## src/rtl/tagpick_pkg.sv

```systemverilog
package tagpick_pkg;
   typedef enum logic [0:0] {
      TP_IDLE = 1'b0,
      TP_DRAW = 1'b1
   } tp_state_e;
endpackage

```

## src/rtl/tagpick_lfsr.sv

```systemverilog
module tagpick_lfsr #(
   parameter int          W    = 16,
   parameter logic [W-1:0] TAPS = 16'hB400,
   parameter logic [W-1:0] SEED = 16'hACE1
) (
   input  logic         clk,
   input  logic         rst_n,
   input  logic         step,
   input  logic         load,
   input  logic [W-1:0] load_val,
   output logic [W-1:0] state
);
   if (W < 2)     $error("tagpick_lfsr: W must be at least 2");
   if (SEED == '0) $error("tagpick_lfsr: SEED must be nonzero");

   logic [W-1:0] nxt;
   assign nxt = {state[W-2:0], ^(state & TAPS)};

   always_ff @(posedge clk or negedge rst_n) begin
      if (!rst_n) begin
         state <= SEED;
      end else if (load && (load_val != '0)) begin
         state <= load_val;
      end else if (step) begin
         state <= nxt;
      end
   end
endmodule

```

## src/rtl/tagpick_scan.sv

```systemverilog
module tagpick_scan #(
   parameter int TAG_W = 4,
   localparam int NTAGS = 1 << TAG_W
) (
   input  logic [TAG_W-1:0] start,
   input  logic [NTAGS-1:0] mask,
   output logic [TAG_W-1:0] pick
);
   // Walk downward so the nearest allowed offset from start is assigned last.
   always_comb begin
      pick = '0;
      for (int i = NTAGS - 1; i >= 0; i--) begin
         if (!mask[start + TAG_W'(i)]) pick = start + TAG_W'(i);
      end
   end
endmodule

```

## src/rtl/tagpick_top.sv

```systemverilog
module tagpick_top #(
   parameter int              TAG_W     = 4,
   parameter int              LFSR_W    = 16,
   parameter int              MAX_TRIES = 16,
   parameter logic [LFSR_W-1:0] TAPS_A  = 16'hB400,
   parameter logic [LFSR_W-1:0] SEED_A  = 16'hACE1,
   parameter logic [LFSR_W-1:0] TAPS_B  = 16'hD008,
   parameter logic [LFSR_W-1:0] SEED_B  = 16'h1D2B,
   localparam int             NTAGS     = 1 << TAG_W,
   localparam int             TRY_W     = $clog2(MAX_TRIES + 1)
) (
   input  logic              clk,
   input  logic              rst_n,
   input  logic              req_valid,
   output logic              req_ready,
   input  logic              req_mode,
   input  logic [NTAGS-1:0]  req_mask,
   input  logic              req_use_start,
   input  logic [TAG_W-1:0]  req_start,
   input  logic              seed_load,
   input  logic              seed_sel,
   input  logic [LFSR_W-1:0] seed_value,
   output logic              tag_valid,
   output logic [TAG_W-1:0]  tag
);
   import tagpick_pkg::*;

   if (LFSR_W < TAG_W) $error("tagpick_top: LFSR_W must cover TAG_W");
   if (MAX_TRIES < 1)  $error("tagpick_top: MAX_TRIES must be positive");

   tp_state_e         state;
   logic [NTAGS-1:0]  mask_q;
   logic [TRY_W-1:0]  tries;
   logic [TAG_W-1:0]  tag_q;
   logic              tvalid_q;
   logic [LFSR_W-1:0] gen_a_state;
   logic [LFSR_W-1:0] gen_b_state;
   logic [TAG_W-1:0]  scan_start;
   logic [NTAGS-1:0]  scan_mask;
   logic [TAG_W-1:0]  scan_pick;
   logic [TAG_W-1:0]  draw_a;
   logic [TAG_W-1:0]  draw_b;
   logic              accept;
   logic              all_out;
   logic              in_draw;

   assign in_draw   = (state == TP_DRAW);
   assign req_ready = !in_draw;
   assign accept    = req_valid && req_ready;
   assign all_out   = &req_mask;
   assign draw_a    = req_use_start ? req_start : gen_a_state[TAG_W-1:0];
   assign draw_b    = gen_b_state[TAG_W-1:0];

   tagpick_lfsr #(.W(LFSR_W), .TAPS(TAPS_A), .SEED(SEED_A)) u_gen_a (
      .clk      (clk),
      .rst_n    (rst_n),
      .step     (accept && !req_mode && !req_use_start),
      .load     (seed_load && !seed_sel),
      .load_val (seed_value),
      .state    (gen_a_state)
   );

   tagpick_lfsr #(.W(LFSR_W), .TAPS(TAPS_B), .SEED(SEED_B)) u_gen_b (
      .clk      (clk),
      .rst_n    (rst_n),
      .step     (in_draw),
      .load     (seed_load && seed_sel),
      .load_val (seed_value),
      .state    (gen_b_state)
   );

   // One search unit serves both the mode-0 path and the mode-1 fallback.
   assign scan_start = in_draw ? draw_b : draw_a;
   assign scan_mask  = in_draw ? mask_q : req_mask;

   tagpick_scan #(.TAG_W(TAG_W)) u_scan (
      .start (scan_start),
      .mask  (scan_mask),
      .pick  (scan_pick)
   );

   always_ff @(posedge clk or negedge rst_n) begin
      if (!rst_n) begin
         state    <= TP_IDLE;
         mask_q   <= '0;
         tries    <= '0;
         tag_q    <= '0;
         tvalid_q <= 1'b0;
      end else if (!in_draw) begin
         if (accept) begin
            mask_q <= req_mask;
            tries  <= '0;
            if (req_mode && !all_out) begin
               state    <= TP_DRAW;
               tvalid_q <= 1'b0;
            end else begin
               tag_q    <= scan_pick;
               tvalid_q <= 1'b1;
            end
         end
      end else begin
         if (!mask_q[draw_b]) begin
            tag_q    <= draw_b;
            tvalid_q <= 1'b1;
            state    <= TP_IDLE;
         end else if (tries == TRY_W'(MAX_TRIES - 1)) begin
            tag_q    <= scan_pick;
            tvalid_q <= 1'b1;
            state    <= TP_IDLE;
         end else begin
            tries <= tries + 1'b1;
         end
      end
   end

   assign tag       = tag_q;
   assign tag_valid = tvalid_q;
endmodule

```

## config.mk

```make
export PLATFORM = sky130hd
export DESIGN_NAME = tagpick_top
export DESIGN_NICKNAME = d
export VERILOG_FILES = /design/src/rtl/tagpick_pkg.sv /design/src/rtl/tagpick_lfsr.sv /design/src/rtl/tagpick_scan.sv /design/src/rtl/tagpick_top.sv
export SDC_FILE = /design/constraint.sdc
export NUM_CORES = 1
export LEC_CHECK = 0
export BUFFER_PORTS_ARGS = -buffer_cell sky130_fd_sc_hd__buf_4
export CAP_MARGIN = 20
export CORE_MARGIN = 4
export CORE_UTILIZATION = 50
export DETAILED_ROUTE_END_ITERATION = 6
export PLACE_DENSITY = 0.7
export SYNTH_ARGS = -nofsm -noshare
export SYNTH_HDL_FRONTEND = slang
export SYNTH_SLANG_ARGS = --single-unit
```

## constraint.sdc

```tcl
create_clock -name clk -period 6.6 [get_ports clk]
set_clock_uncertainty 0.05 [all_clocks]
set_input_delay 1.32 -clock clk [delete_from_list [all_inputs] [get_ports clk]]
set_output_delay 1.32 -clock clk [all_outputs]
set_load 0.03 [all_outputs]
```

==> reports/results.txt <==
Status: completed
Initial Utilization: 52.0%
Synth top area share: 18.9%
Clk Latency, worst-skew pair: 350 ps
Max cap viols: 0
Via Count: 5548
# Post-CTS Setup Buffers: 0
Hpwl dp: 13400 um
Post-cts sizing count: 0
DRT antenna net count: 0
Routed WL: 18000 um
Clock transition at path regs: 60 ps
Clk sinks: 59
Req. time, crit path: 6760 ps
Crit start category: input port
Worst Tran Pin Value: 1300 ps
Post-route DRC: 0
Setup TNS: 0 ps
Fin. Hold Viols: 0
Fin nets: 732
Synthesized area: 0.00571 mm2
Clock root cell: clkbuf_16
CP bufs+invs: 2
Relative slew slack: 13.3%
TritonCTS clock tree: yes
Area delta synth->final: 13.6%
WHS: 474 ps
First-pass GRT wire length: 28800 um
Iter 0 DRT Violations: 563
Avg Cell Area, Syn: 8.79 um2
Synth async-reset ratio: 100%
Share of cells above drive strength 1: 22.2%
H-Tree Depth: 3
Pin count of the biggest net entering global routing: 62
GP Congestion: 1.00
Max Buffers Root-to-Sink: 2
Post-synth cell types: 78
Die area: 0.0132 mm2
Cell taking the most area after synthesis: dfrtp_1
TritonCTS buffer count: 9
CP Max Fanout: 16
Minimum clock period: 5150 ps
Number of synthesized flops with an enable pin: 0
Synth Flop Type: dfrtp_1
Avg WL per Cell: 21.8 um
Pre-CTS WS: 1120 ps
R2R setup slack: 1950 ps
Antenna violations before repair: 0
Register bit total from synthesis: 59
Cell family with most CP delay: multiplexers
Core Box Area: 0.0110 mm2
Drt via density: 6.72
Setup CP Type: in -> reg
Arr. time, crit path: 5320 ps
Pins over their slew limit: 0
Remaining global-route overflow: 0
Hold Buf Count CTS: 0
Synth top area cells: dfrtp_1, mux2i_1, mux4_2
Overall Global Routing Usage: 28.2%
Setup crit end kind: flop
Worst min path class: reg -> reg
PnR worst setup slack: 1450 ps
Critical-path cell list: buf_4 -> mux2i_4 -> nand2_4 -> nand2_2 -> inv_2 -> ha_1 -> xnor2_2 -> mux4_2 -> mux2i_1 -> mux2_2 -> a221o_1 -> o31ai_1 -> nand3_1
Post-Syn Nets: 701
Sequential share of the synthesized area: 26.2%
ANT cells: 0
# IOs: 49
First drt pass iteration count: 5
Die Wd: 115 um
Port Buffers: 48
Yosys warns: 0
Fin crit share: 78.1%
CP max stage cell: mux4_2
Gate count of the mapped netlist: 649
Vias in the first global route: 5202
Die height: 115 um
# setup viols final: 0
Critical Path Max Stage Delay: 650 ps
Unrepaired setup endpoints after global routing: no
Maximum clock rate: 194 MHz
# rows: 38
-- registers in the layout, summed over array words and instances (netlist names) --
register / count
in_draw: 1
mask_q: 16
tag: 4
tag_valid: 1
tries: 5
u_gen_a.state: 16
u_gen_b.state: 16
-- synthesized netlist by cell type (6+ instances only) --
cell type  number
a211o_1         9
a211oi_1       12
a21o_1          7
a21oi_1        37
a22oi_1         7
a31oi_1         8
and3b_1         9
buf_2          10
clkbuf_1       14
dfrtp_1        43
dfstp_2        16
ha_1            9
inv_1           7
mux2_2         11
mux2i_1        55
mux4_2         22
nand2_1       102
nand3_1        17
nand4_1        11
nor2_1         57
nor3_1          7
nor4_1          6
o211ai_1        6
o21a_1          7
o21ai_0        27
xnor2_1        19
-- path summary, 6_finish.rpt --
| check | to | depth (start not counted) | from |
|---|---|---|---|
| setup reg to reg | tag[2] | 12 | in_draw |
| min in group asynchronous | u_gen_b.state[2] | 1 | rst_n |
| setup / recovery | tag[2] | 13 | req_use_start |
| max in group asynchronous | in_draw | 1 | rst_n |
| hold / removal | tries[0] | 1 | tries[0] |
| hold reg to reg | tries[0] | 1 | tries[0] |
-- kinds of logic after synthesis --
logic type      count (synthesis)  synth area share (%)
fa+ha+maj                       9                  1.97
xor+xnor                       22                  3.51
simple gates                  240                  19.6
buf+inv                        49                  4.30
mux                            92                  21.7
flops                          59                  26.2
compound gates                178                  22.7
-- through the flow --
step	util [%]	cell area [um2]	std cells
global placement	55.5	6100	807
floorplan	-	5710	649
finish	59.0	6480	825
detailed placement	55.5	6100	807
global route	59.0	6480	825
CTS	58.8	6460	823
-- metal layers --
layer | part of all wire, % | track usage (%)
met5 | 0 | 0
met4 | 2.9 | 10.6
met3 | 8.1 | 5.53
met2 | 45 | 42.8
met1 | 44 | 39.9
-- worst register-to-register path, stage by stage, from the launching register on --
cell and delay (ps):
dfrtp_2 400, buf_4 540, nand2b_2 380, nand2_2 270, inv_2 130, ha_1 260
xnor2_2 420, mux4_2 650, mux2i_1 380, mux2_2 390, a221o_1 290, o31ai_1 260
nand3_1 110
-- placed cells by master (no fill, tap or decap), types with 9 or more instances in the layout --
cell       count
mux2i_1       55
nand3_1       17
o21ai_0       27
dfrtp_1       42
xnor2_1       19
buf_4         56
a211o_1        9
ha_1           9
nand2_1      102
mux2_2        11
a21oi_1       37
mux4_2        22
clkbuf_16      9
and3b_1        9
nor2_1        57
dfstp_2       16
a211oi_1      12
nand4_1       11
-- final cells by class --
class | instances | area, um2
clock inverter | 5 | 108
clock buffer | 11 | 253
tap | 140 | 175
timing repair buffer | 57 | 435
sequential | 59 | 1500
fill | 955 | 4500
multi-input combinational | 541 | 3970
inverter | 12 | 45.0
Power is left out: the tool's default activity adds up to more than one toggle a clock period on the data nets, which glitch-free logic cannot reach.
